--- config.mk ---
export PLATFORM = sky130hd
export DESIGN_NAME = alu_trap_unit
export DESIGN_NICKNAME = d
export VERILOG_FILES = /design/src/rtl/alu_trap_pkg.sv /design/src/rtl/alu_trap_adder.sv /design/src/rtl/alu_trap_core.sv /design/src/rtl/alu_trap_cond.sv /design/src/rtl/alu_trap_unit.sv
export SDC_FILE = /design/constraint.sdc
export NUM_CORES = 1
export LEC_CHECK = 0
export BUFFER_PORTS_ARGS = -buffer_cell sky130_fd_sc_hd__buf_4
export CAP_MARGIN = 30
export CORE_AREA = 5 5 103 105
export DETAILED_ROUTE_END_ITERATION = 6
export DIE_AREA = 0 0 108 110
export GPL_TIMING_DRIVEN = 1
export PLACE_DENSITY = 0.68
export SYNTH_ARGS = -nofsm -noshare
export SYNTH_HDL_FRONTEND = slang
export SYNTH_SLANG_ARGS = --single-unit
--- constraint.sdc ---
create_clock -name clk -period 19.2 [get_ports clk]
set_clock_uncertainty 0.1 [all_clocks]
set_input_delay 0 -clock clk [delete_from_list [all_inputs] [get_ports clk]]
set_output_delay 0 -clock clk [all_outputs]
set_load 0.01 [all_outputs]
--- src/rtl/alu_trap_pkg.sv ---
package alu_trap_pkg;

    typedef enum logic [3:0] {
        OP_SADD = 4'd0,
        OP_UADD = 4'd1,
        OP_SSUB = 4'd2,
        OP_USUB = 4'd3,
        OP_TADD = 4'd4,
        OP_TSUB = 4'd5,
        OP_PADD = 4'd6,
        OP_PSUB = 4'd7,
        OP_AND  = 4'd8,
        OP_OR   = 4'd9,
        OP_XOR  = 4'd10,
        OP_BCHK = 4'd11
    } alu_op_e;

    typedef enum logic [3:0] {
        CD_NEVER   = 4'd0,
        CD_ZERO    = 4'd1,
        CD_NEG     = 4'd2,
        CD_LEZ     = 4'd3,
        CD_ALWAYS  = 4'd4,
        CD_NONZERO = 4'd5,
        CD_GEZ     = 4'd6,
        CD_GTZ     = 4'd7,
        CD_OVF     = 4'd8,
        CD_BND     = 4'd9,
        CD_TAGBAD  = 4'd10,
        CD_NOOVF   = 4'd11,
        CD_NOBND   = 4'd12,
        CD_TAGOK   = 4'd13,
        CD_KERNEL  = 4'd14,
        CD_SPARE   = 4'd15
    } alu_cond_e;

    typedef enum logic {
        CF_CLEAR = 1'b0,
        CF_SET   = 1'b1
    } carry_state_e;

    typedef enum logic [1:0] {
        CM_HOLD,
        CM_LOAD_COUT,
        CM_LOAD_BORROW,
        CM_LOAD_ZERO
    } carry_mode_e;

    typedef enum logic [2:0] {
        RS_SUM,
        RS_A,
        RS_AND,
        RS_OR,
        RS_XOR,
        RS_ZERO
    } res_sel_e;

    typedef struct packed {
        logic ovf;
        logic bnd;
        logic tagbad;
    } alu_flags_t;

endpackage

--- src/rtl/alu_trap_adder.sv ---
module alu_trap_adder #(
    parameter int WIDTH = 32
) (
    input  logic [WIDTH-1:0] x,
    input  logic [WIDTH-1:0] y,
    input  logic             cin,
    output logic [WIDTH-1:0] sum,
    output logic             cout
);
    logic [WIDTH:0] chain;

    assign chain[0] = cin;

    for (genvar i = 0; i < WIDTH; i++) begin : g_bit
        assign sum[i]     = x[i] ^ y[i] ^ chain[i];
        assign chain[i+1] = (x[i] & y[i]) | (chain[i] & (x[i] ^ y[i]));
    end

    assign cout = chain[WIDTH];
endmodule

--- src/rtl/alu_trap_core.sv ---
module alu_trap_core
    import alu_trap_pkg::*;
#(
    parameter int WIDTH    = 32,
    parameter int TAG_BITS = 3
) (
    input  alu_op_e          op,
    input  logic [WIDTH-1:0] a,
    input  logic [WIDTH-1:0] b,
    input  logic             carry_q,
    output logic [WIDTH-1:0] result,
    output alu_flags_t       flags,
    output carry_mode_e      carry_mode,
    output logic             adder_cout,
    output logic             trap_ok
);
    localparam int MSB = WIDTH - 1;

    logic             invert_b;
    logic             add_cin;
    res_sel_e         res_sel;
    logic [WIDTH-1:0] b_opnd;
    logic [WIDTH-1:0] sum;

    // Operation decode: adder set-up, result source, carry rule.
    always_comb begin
        invert_b   = 1'b0;
        add_cin    = 1'b0;
        res_sel    = RS_SUM;
        carry_mode = CM_HOLD;
        trap_ok    = 1'b1;
        unique case (op)
            OP_SADD: begin
                add_cin    = carry_q;
                carry_mode = CM_LOAD_ZERO;
            end
            OP_UADD: begin
                add_cin    = carry_q;
                carry_mode = CM_LOAD_COUT;
            end
            OP_SSUB: begin
                invert_b   = 1'b1;
                add_cin    = ~carry_q;
                carry_mode = CM_LOAD_ZERO;
            end
            OP_USUB: begin
                invert_b   = 1'b1;
                add_cin    = ~carry_q;
                carry_mode = CM_LOAD_BORROW;
            end
            OP_TADD: begin
                carry_mode = CM_LOAD_ZERO;
            end
            OP_TSUB: begin
                invert_b   = 1'b1;
                add_cin    = 1'b1;
                carry_mode = CM_LOAD_ZERO;
            end
            OP_PADD: begin
                carry_mode = CM_HOLD;
            end
            OP_PSUB: begin
                invert_b = 1'b1;
                add_cin  = 1'b1;
            end
            OP_AND: begin
                res_sel = RS_AND;
                trap_ok = 1'b0;
            end
            OP_OR: begin
                res_sel = RS_OR;
                trap_ok = 1'b0;
            end
            OP_XOR: begin
                res_sel = RS_XOR;
                trap_ok = 1'b0;
            end
            OP_BCHK: begin
                invert_b = 1'b1;
                add_cin  = 1'b1;
                res_sel  = RS_A;
            end
            default: begin
                res_sel = RS_ZERO;
                trap_ok = 1'b0;
            end
        endcase
    end

    assign b_opnd = invert_b ? ~b : b;

    alu_trap_adder #(.WIDTH(WIDTH)) u_adder (
        .x    (a),
        .y    (b_opnd),
        .cin  (add_cin),
        .sum  (sum),
        .cout (adder_cout)
    );

    always_comb begin
        unique case (res_sel)
            RS_SUM:  result = sum;
            RS_A:    result = a;
            RS_AND:  result = a & b;
            RS_OR:   result = a | b;
            RS_XOR:  result = a ^ b;
            default: result = '0;
        endcase
    end

    function automatic logic tag_legal(input logic [WIDTH-1:0] w);
        logic [TAG_BITS-1:0] t;
        t = w[MSB -: TAG_BITS];
        return (t == '0) || (t == '1);
    endfunction

    always_comb begin
        flags.ovf = 1'b0;
        if (op == OP_SADD)
            flags.ovf = (a[MSB] == b[MSB]) && (sum[MSB] != a[MSB]);
        else if (op == OP_SSUB)
            flags.ovf = (a[MSB] != b[MSB]) && (sum[MSB] != a[MSB]);
        flags.bnd    = (op == OP_BCHK) && adder_cout;
        flags.tagbad = ((op == OP_TADD) || (op == OP_TSUB)) &&
                       !(tag_legal(a) && tag_legal(b) && tag_legal(sum));
    end
endmodule

--- src/rtl/alu_trap_cond.sv ---
module alu_trap_cond
    import alu_trap_pkg::*;
#(
    parameter int WIDTH        = 32,
    parameter int KERNEL_LIMIT = 32'h0000_4000
) (
    input  logic [3:0]       cond,
    input  logic [WIDTH-1:0] result,
    input  alu_flags_t       flags,
    input  logic             trap_ok,
    output logic [3:0]       trap_code
);
    localparam logic [WIDTH-1:0] KLIM = WIDTH'(KERNEL_LIMIT);

    alu_cond_e sel;
    logic      is_zero;
    logic      is_neg;
    logic      hit;

    assign sel     = alu_cond_e'(cond);
    assign is_zero = (result == '0);
    assign is_neg  = result[WIDTH-1];

    always_comb begin
        unique case (sel)
            CD_NEVER:   hit = 1'b0;
            CD_ZERO:    hit = is_zero;
            CD_NEG:     hit = is_neg;
            CD_LEZ:     hit = is_neg | is_zero;
            CD_ALWAYS:  hit = 1'b1;
            CD_NONZERO: hit = !is_zero;
            CD_GEZ:     hit = !is_neg;
            CD_GTZ:     hit = !is_neg && !is_zero;
            CD_OVF:     hit = flags.ovf;
            CD_BND:     hit = flags.bnd;
            CD_TAGBAD:  hit = flags.tagbad;
            CD_NOOVF:   hit = !flags.ovf;
            CD_NOBND:   hit = !flags.bnd;
            CD_TAGOK:   hit = !flags.tagbad;
            CD_KERNEL:  hit = (result < KLIM);
            default:    hit = 1'b0;
        endcase
    end

    assign trap_code = (hit && trap_ok) ? cond : 4'd0;
endmodule

--- src/rtl/alu_trap_unit.sv ---
module alu_trap_unit
    import alu_trap_pkg::*;
#(
    parameter int WIDTH        = 32,
    parameter int TAG_BITS     = 3,
    parameter int KERNEL_LIMIT = 32'h0000_4000
) (
    input  logic             clk,
    input  logic             rst,
    input  logic             issue,
    input  logic [3:0]       op,
    input  logic [3:0]       cond,
    input  logic [WIDTH-1:0] a,
    input  logic [WIDTH-1:0] b,
    output logic [WIDTH-1:0] result,
    output logic [3:0]       trap_code,
    output logic             carry_flag
);
    carry_state_e state_q;
    carry_state_e state_d;
    alu_flags_t   flags;
    carry_mode_e  carry_mode;
    logic         adder_cout;
    logic         trap_ok;
    logic         commit;
    logic         load_one;
    logic         load_zero;

    alu_trap_core #(.WIDTH(WIDTH), .TAG_BITS(TAG_BITS)) u_core (
        .op         (alu_op_e'(op)),
        .a          (a),
        .b          (b),
        .carry_q    (state_q == CF_SET),
        .result     (result),
        .flags      (flags),
        .carry_mode (carry_mode),
        .adder_cout (adder_cout),
        .trap_ok    (trap_ok)
    );

    alu_trap_cond #(.WIDTH(WIDTH), .KERNEL_LIMIT(KERNEL_LIMIT)) u_cond (
        .cond      (cond),
        .result    (result),
        .flags     (flags),
        .trap_ok   (trap_ok),
        .trap_code (trap_code)
    );

    assign commit = issue && (trap_code == 4'd0);

    always_comb begin
        load_one  = 1'b0;
        load_zero = 1'b0;
        unique case (carry_mode)
            CM_HOLD: ;
            CM_LOAD_COUT: begin
                load_one  = adder_cout;
                load_zero = !adder_cout;
            end
            CM_LOAD_BORROW: begin
                load_one  = !adder_cout;
                load_zero = adder_cout;
            end
            CM_LOAD_ZERO: load_zero = 1'b1;
            default: ;
        endcase
    end

    // Carry flag state machine: transitions LOAD_SET, LOAD_CLEAR, HOLD.
    always_comb begin
        state_d = state_q;
        unique case (state_q)
            CF_CLEAR: if (commit && load_one)  state_d = CF_SET;
            CF_SET:   if (commit && load_zero) state_d = CF_CLEAR;
            default:  state_d = CF_CLEAR;
        endcase
    end

    always_ff @(posedge clk) begin
        if (rst) state_q <= CF_CLEAR;
        else     state_q <= state_d;
    end

    always_comb begin
        carry_flag = (state_q == CF_SET);
    end

    a_r10_trap_blocks_carry: assert property (@(posedge clk) disable iff (rst)
        (issue && trap_code != 4'd0) |=> $stable(carry_flag));

    a_r11_idle_holds_carry: assert property (@(posedge clk) disable iff (rst)
        !issue |=> $stable(carry_flag));

    a_r11_reset_clears: assert property (@(posedge clk)
        rst |=> !carry_flag);

    a_r5_plain_keeps_carry: assert property (@(posedge clk) disable iff (rst)
        (issue && (op == 4'd6 || op == 4'd7)) |=> $stable(carry_flag));

    a_r6_logic_no_trap: assert property (@(posedge clk) disable iff (rst)
        (op == 4'd8 || op == 4'd9 || op == 4'd10) |-> trap_code == 4'd0);

    a_r7_bounds_passes_a: assert property (@(posedge clk) disable iff (rst)
        (op == 4'd11) |-> result == a);

    a_r8_trap_mirrors_cond: assert property (@(posedge clk) disable iff (rst)
        (trap_code != 4'd0) |-> trap_code == cond);
endmodule

======== Yosys cells after proc, flatten, opt, wreduce, memory -nomap -nowiden ========
Cells that the tools add are included.
word-level totals
  input port bits ......................... 75
  output and inout bits ................... 37
  bits in registers ....................... 1
  word-level logic and storage cells ...... 258
cells by class
  reduce and logical (&&, ||, !) cells .... 36
  muxes and demuxes ....................... 16
  equal/unequal tests ..................... 38
  magnitude comparators ................... 1
  bitwise gates (word level) .............. 166
operators with widths
  operator                                                      count
  case mux 32 bit (5 select lines)                              1
  AND 1 bit                                                     64
  bitwise XOR 1 bit                                             64
  == test 4 bit, second input constant                          11
  OR 1 bit                                                      33
  AND 32 bit                                                    1
  == test 4 x 3 -> 1 bit, second input constant                 8
  logical NOT 32 bit                                            1
  less-than comparator 32 x 15 -> 1 bit, second input constant  1
  2-to-1 mux 32 bit                                             1
  NOT 32 bit                                                    1
  OR 32 bit                                                     1
  bitwise XOR 32 bit                                            1
  == test 4 x 2 -> 1 bit, second input constant                 4
  case mux 3 bit (5 select lines)                               1
  case mux 1 bit (14 select lines)                              1
  == test 3 bit, second input constant                          4
  logical NOT 3 bit                                             4
  logical AND 1 bit                                             11
  OR reduction 9 bit                                            1
  == test 4 x 1 -> 1 bit, second input constant                 2
  logical NOT 4 bit                                             2
  OR reduction 8 bit                                            1
  logical NOT 1 bit                                             7
  17 further kinds                                              31

======== Longest topological paths before layout ========
  depth after elaboration ................. 82
  gate-level depth with buffers ........... 54
  gate-level depth less buffers ........... 51

======== Hierarchy ========
A second synthesis with hierarchy kept.
unflattened totals
  cell total of the unflattened synthesis .. 438
  area total of the unflattened synthesis .. 3652.3 um^2
by module, submodules not included
  module          area an instance (um^2)  instances  cells each  sequential area each (um^2)
  alu_trap_core   2637.5                   1          349         0.0
  alu_trap_adder  678.2                    1          42          0.0
  alu_trap_cond   256.5                    1          40          0.0
  alu_trap_unit   80.1                     1          7           20.0

======== Worst setup path before layout ========
Ideal clock, no wire load.
  path kind ............................... input -> register
  start point ............................. input port op[3]
  end point ............................... register state_q (netlist: carry_flag)
  stages on the path ...................... 53
  data required time ...................... 18.981 ns
  arrival time ............................ 14.750 ns
  path slack .............................. 4.231 ns
  buffers on the path ..................... 3
  setup time .............................. 0.119 ns
  cells stage by stage .................... inv_1 -> clkbuf_1 -> clkbuf_1 -> nand3_1 -> nand2_1 -> buf_1 -> xnor2_1 -> fa_1 -> fa_1 -> fa_1 -> fa_1 -> fa_1 -> fa_1 -> fa_1 -> fa_1 -> fa_1 -> fa_1 -> fa_1 -> [... 17 more ...] -> fa_1 -> fa_1 -> fa_1 -> fa_1 -> fa_1 -> inv_1 -> fa_1 -> inv_1 -> fa_1 -> fa_1 -> a32oi_1 -> nand2_1 -> nand2_1 -> nand3_1 -> and3_1 -> o31ai_2 -> nor2_1 -> o221a_1
between the ends
  elaborated cells on any way between the ends .. 229
  those cells by class .................... order compare (1); eq/ne (20); mux (16); bitwise (161); reduce/logical (31)
RTL lines
  what                                                  line                                      RTL
  from (decl)                                           alu_trap_unit.sv:11                       input logic [3:0] op,
  == test 4 x 2 -> 1 bit, or another cell as far along  alu_trap_core.sv:32                       unique case (op)
  OR reduction 5 bit (no source line)                   --
  2-to-1 mux 1 bit                                      alu_trap_core.sv:32
  2-to-1 mux 32 bit                                     alu_trap_core.sv:90                       assign b_opnd = invert_b ? ~b : b;
  bitwise XOR 1 bit                                     alu_trap_adder.sv:16                      assign chain[i+1] = (x[i] & y[i]) | (chain[i] & (x[i] ^ y[i]));
  AND 1 bit                                             alu_trap_adder.sv:16
  OR 1 bit                                              alu_trap_adder.sv:16
  AND 1 bit                                             alu_trap_adder.sv:16
  [... 61 more ...]                                     --
  via result[31]                                        alu_trap_unit.sv:15                       output logic [WIDTH-1:0] result,
  [... 3 more ...]                                      --
  case mux 1 bit (14 select lines) *                    alu_trap_cond.sv:25                       unique case (sel)
  logical AND 1 bit *                                   alu_trap_cond.sv:45                       assign trap_code = (hit && trap_ok) ? cond : 4'd0;
  2-to-1 mux 4 bit *                                    alu_trap_cond.sv:45
  logical NOT 4 bit *                                   alu_trap_unit.sv:49                       assign commit = issue && (trap_code == 4'd0);
  logical AND 1 bit *                                   alu_trap_unit.sv:49
  logical AND 1 bit (on tied branches)                  alu_trap_unit.sv:74, alu_trap_unit.sv:73
  2-to-1 mux 1 bit (on tied branches)                   alu_trap_unit.sv:74, alu_trap_unit.sv:73
  case mux 1 bit (2 select lines) *                     alu_trap_unit.sv:72                       unique case (state_q)
  to (signal assigned)                                  alu_trap_unit.sv:81                       else state_q <= state_d;
  to (decl)                                             alu_trap_unit.sv:19                       carry_state_e state_q;
Mark *: on every way through the listed nets, which the timed path passes.
A chain may end at the register's enable or synchronous reset.

======== Worst setup path after layout ========
  start point ............................. input port op[3]
  end point ............................... register state_q (netlist: carry_flag)
between the ends
  word-level cells in the longest chain between the ends .. 82
  elaborated cells on any way between the ends .. 229
  those cells by class .................... order compare (1); eq/ne (20); mux (16); bitwise (161); reduce/logical (31)
ends and longest elaborated chain
  what                                                                        line
  parallel branches: the longest is 81 deep, another holds 2-to-1 mux 32 bit  --
  case mux 1 bit (2 select lines) *                                           alu_trap_unit.sv:72
Mark *: on every way between the ends.

==> flow_summary.toml <==
[pwr]
clkPwrFrac_pct = 0
ir_drop_mv = 0.0230
switching_share_pct = 53.9
power.total_uw = 163
p_leak_nw = 2.32
power.density_nw_per_um2 = 35.3
pwr-share-seq_pct = 1.4
p_switching_uw = 87.6
combPwrFrac_pct = 98.6
intPower_uw = 75.1

[setup_path]
path_common_cell = "fa_1"
cp_max_fo = 33
critPathCapture = "carry_flag$_SDFF_PP0_"
r2r-end = "carry_flag$_SDFF_PP0_"
cp-end-kind = "register"
critPathLaunch = "op[3]"
slowest_delay_ns = 0.76
cp.required_ns = 18.98
slowest_stage = "nand2_2"
worstSetupStartpointType = "input pin"
rr_worst_depth = 49
crit_type = "in -> reg"
reg2reg_from = "carry_flag$_SDFF_PP0_"
arrival_ns = 16.17
r2r_slack_ns = 4.11

[routing]
vias = 3735
drcViolationCount = 0
viasPerCell = 5.23
dr.pass1.iters = 5
drt_iter0_markers = 185
wl_per_cell_um = 16.0
drt_wl_total_mm = 11.4
detail-route-antenna-nets = 0

[logic_synthesis]
syn_area_per_cell_um2 = 7.48
syn_area_um2 = 3700
ys_seq_area_share_pct = 0.540
async_flop_share_pct = 0
ys.warnings.count = 0
ys_ff_latch = 1
ys_top_cells_by_area = "ha_1 22%, fa_1 17%, xnor2_1 8.3%"
syn_nets = 666
ys.flop_type = "dfxtp_1"
synth_edf_count = 0
netlist_instances = 495
synth_largest_area_cell = "ha_1"
netlist-cell-type-count = 49
synth_top_area_share_pct = 21.6

[timing]
finalSetupViolCount = 0
hold_viol_final = 0
worstMarginPinSlew_ns = 1.01
fmax_mhz = 61.0
drv_slew = 0
timing.hold.ws_ns = 0.155
fin_tns_setup_ns = 0
rsz0062_at_grt = "no"
relSlewSlack_pct = 32.5
timing.final.crit_period_ns = 16.39
fin_crit_sh_pct = 85.4

[layout]
regArea_um2 = 20.0
drive_above_1_share_pct = 21.2
nets = 754
multiInputGateArea_um2 = 3280
antenna_cells = 0
final_common_cell = "buf_4"
fill_cells = 978
largest_reg_flops = 1
area_growth_pct = 24.5
final_cell_mix = "114 x buf_4, 77 x inv_1, 64 x ha_1"

[place]
hpwl_mm = 9.23
gp_congestion = 0.893
io_buffers = 111

[floorplanning]
die_h_um = 110
num_rows = 36
core_area_um2 = 9550
boundaryPins = 112
chipWidth_um = 108
initial_utilization_pct = 38.8
die_area_um2 = 11900

[clock_tree]
clk_pin_slew_ns = 0
clock_latency_ns = 0
post_cts_buffers = 0
cts_hold_buf = 0
cts-resized-gates = 0

[job]
drv_cap = 0

[global_routing]
antenna_found_initial = 0
grt_usage_pct = 18.7
grt_pass1_vias = 3730
grt_max_degree = 74
grt_pass1_wl_mm = 18.3
grt_overflow_total = 0

[outcome]
outcome = "finished, final reports clean"

[min_path]
hold_class = "in -> reg"
hold-path-cell-count = 3
-- worst max-delay path: cells and delay by family --
| family | cells | cell delay [ns] |
|---|---|---|
| AO/OA/AOI/OAI | 4 | 0.96 |
| XOR/XNOR | 1 | 0.20 |
| adder cells (fa/ha/maj) | 32 | 12.05 |
| buffers and inverters | 8 | 1.34 |
| AND/OR/NAND/NOR | 6 | 1.61 |
-- layout make-up --
| class | instances | area share (%) |
|---|---|---|
| Multi-Input combinational cell | 389 | 71.1 |
| Timing Repair Buffer | 114 | 18.6 |
| Inverter | 77 | 6.27 |
| Tap cell | 133 | 3.61 |
| Sequential cell | 1 | 0.434 |
-- power groups by stage --
| stage | logic (mW) | clock network (mW) | registers [mW] |
|---|---|---|---|
| 6_report | 0.160 | 0 | 0.00228 |
| 2_1_floorplan | 0.0916 | 0 | 0.00226 |
| 3_5_place_dp | 0.160 | 0 | 0.00227 |
| 4_1_cts | 0.161 | 0 | 0.00228 |
| 3_3_place_gp | 0.156 | 0 | 0.00227 |
| 5_1_grt | 0.179 | 0 | 0.00229 |
-- per-stage QoR --
stage	setup WS (ns)	cells	utilization (%)	area (um^2)
finish	2.81	714	48.3	4610
global route	1.92	714	48.3	4610
CTS	2.81	714	48.3	4610
detailed placement	2.87	714	48.3	4610
global placement	3.18	714	48.3	4610
floorplan	4.23	495	-	3700
-- logic make-up (layout without fill, tap and decap cells) --
group	count (synthesis)	in the layout	synth area share [%]
buf+inv	105	191	11.7
compound gates	85	85	15.6
simple gates	169	169	23.3
flops	1	1	0.540
mux	2	2	1.22
xor+xnor	37	37	8.75
fa+ha+maj	96	96	38.9
-- synth_stat cells, types with 2 or more instances --
master,instances
xor2_1,2
o211ai_1,3
o2bb2ai_1,3
or3b_2,2
mux4_2,2
buf_2,6
nor2_1,34
nand3_1,32
nand2b_1,4
nand2_1,39
nor3_1,3
clkbuf_1,15
o31a_1,2
buf_6,4
a21oi_1,2
and3b_1,2
nor4_1,7
and3_1,5
nor2b_1,3
xnor2_1,35
o21ai_0,33
inv_1,77
fa_1,32
a221o_1,2
a22oi_1,28
buf_1,3
nand4_1,4
ha_1,64
nand3b_1,2
and2_1,26
-- worst min-delay path by stage --
stage / start / to / slack [ns]
global placement: rst / carry_flag$_SDFF_PP0_ / 0.16
floorplan: op[3] / result[29] / 0.04
CTS: rst / carry_flag$_SDFF_PP0_ / 0.16
finish: rst / carry_flag$_SDFF_PP0_ / 0.16
detailed placement: rst / carry_flag$_SDFF_PP0_ / 0.16
global route: rst / carry_flag$_SDFF_PP0_ / 0.17
-- metal layers --
layer / part of all wire (%) / global-route usage, % / vias up
met5: 0 / 0 / -
met2: 51 / 34.7 / 125
met3: 5.4 / 1.69 / 16
li1: - / - / 1816
met1: 42 / 23.8 / 1778
met4: 1.8 / 3.43 / 0
No activity file was read; power rests on OpenSTA's default activity.
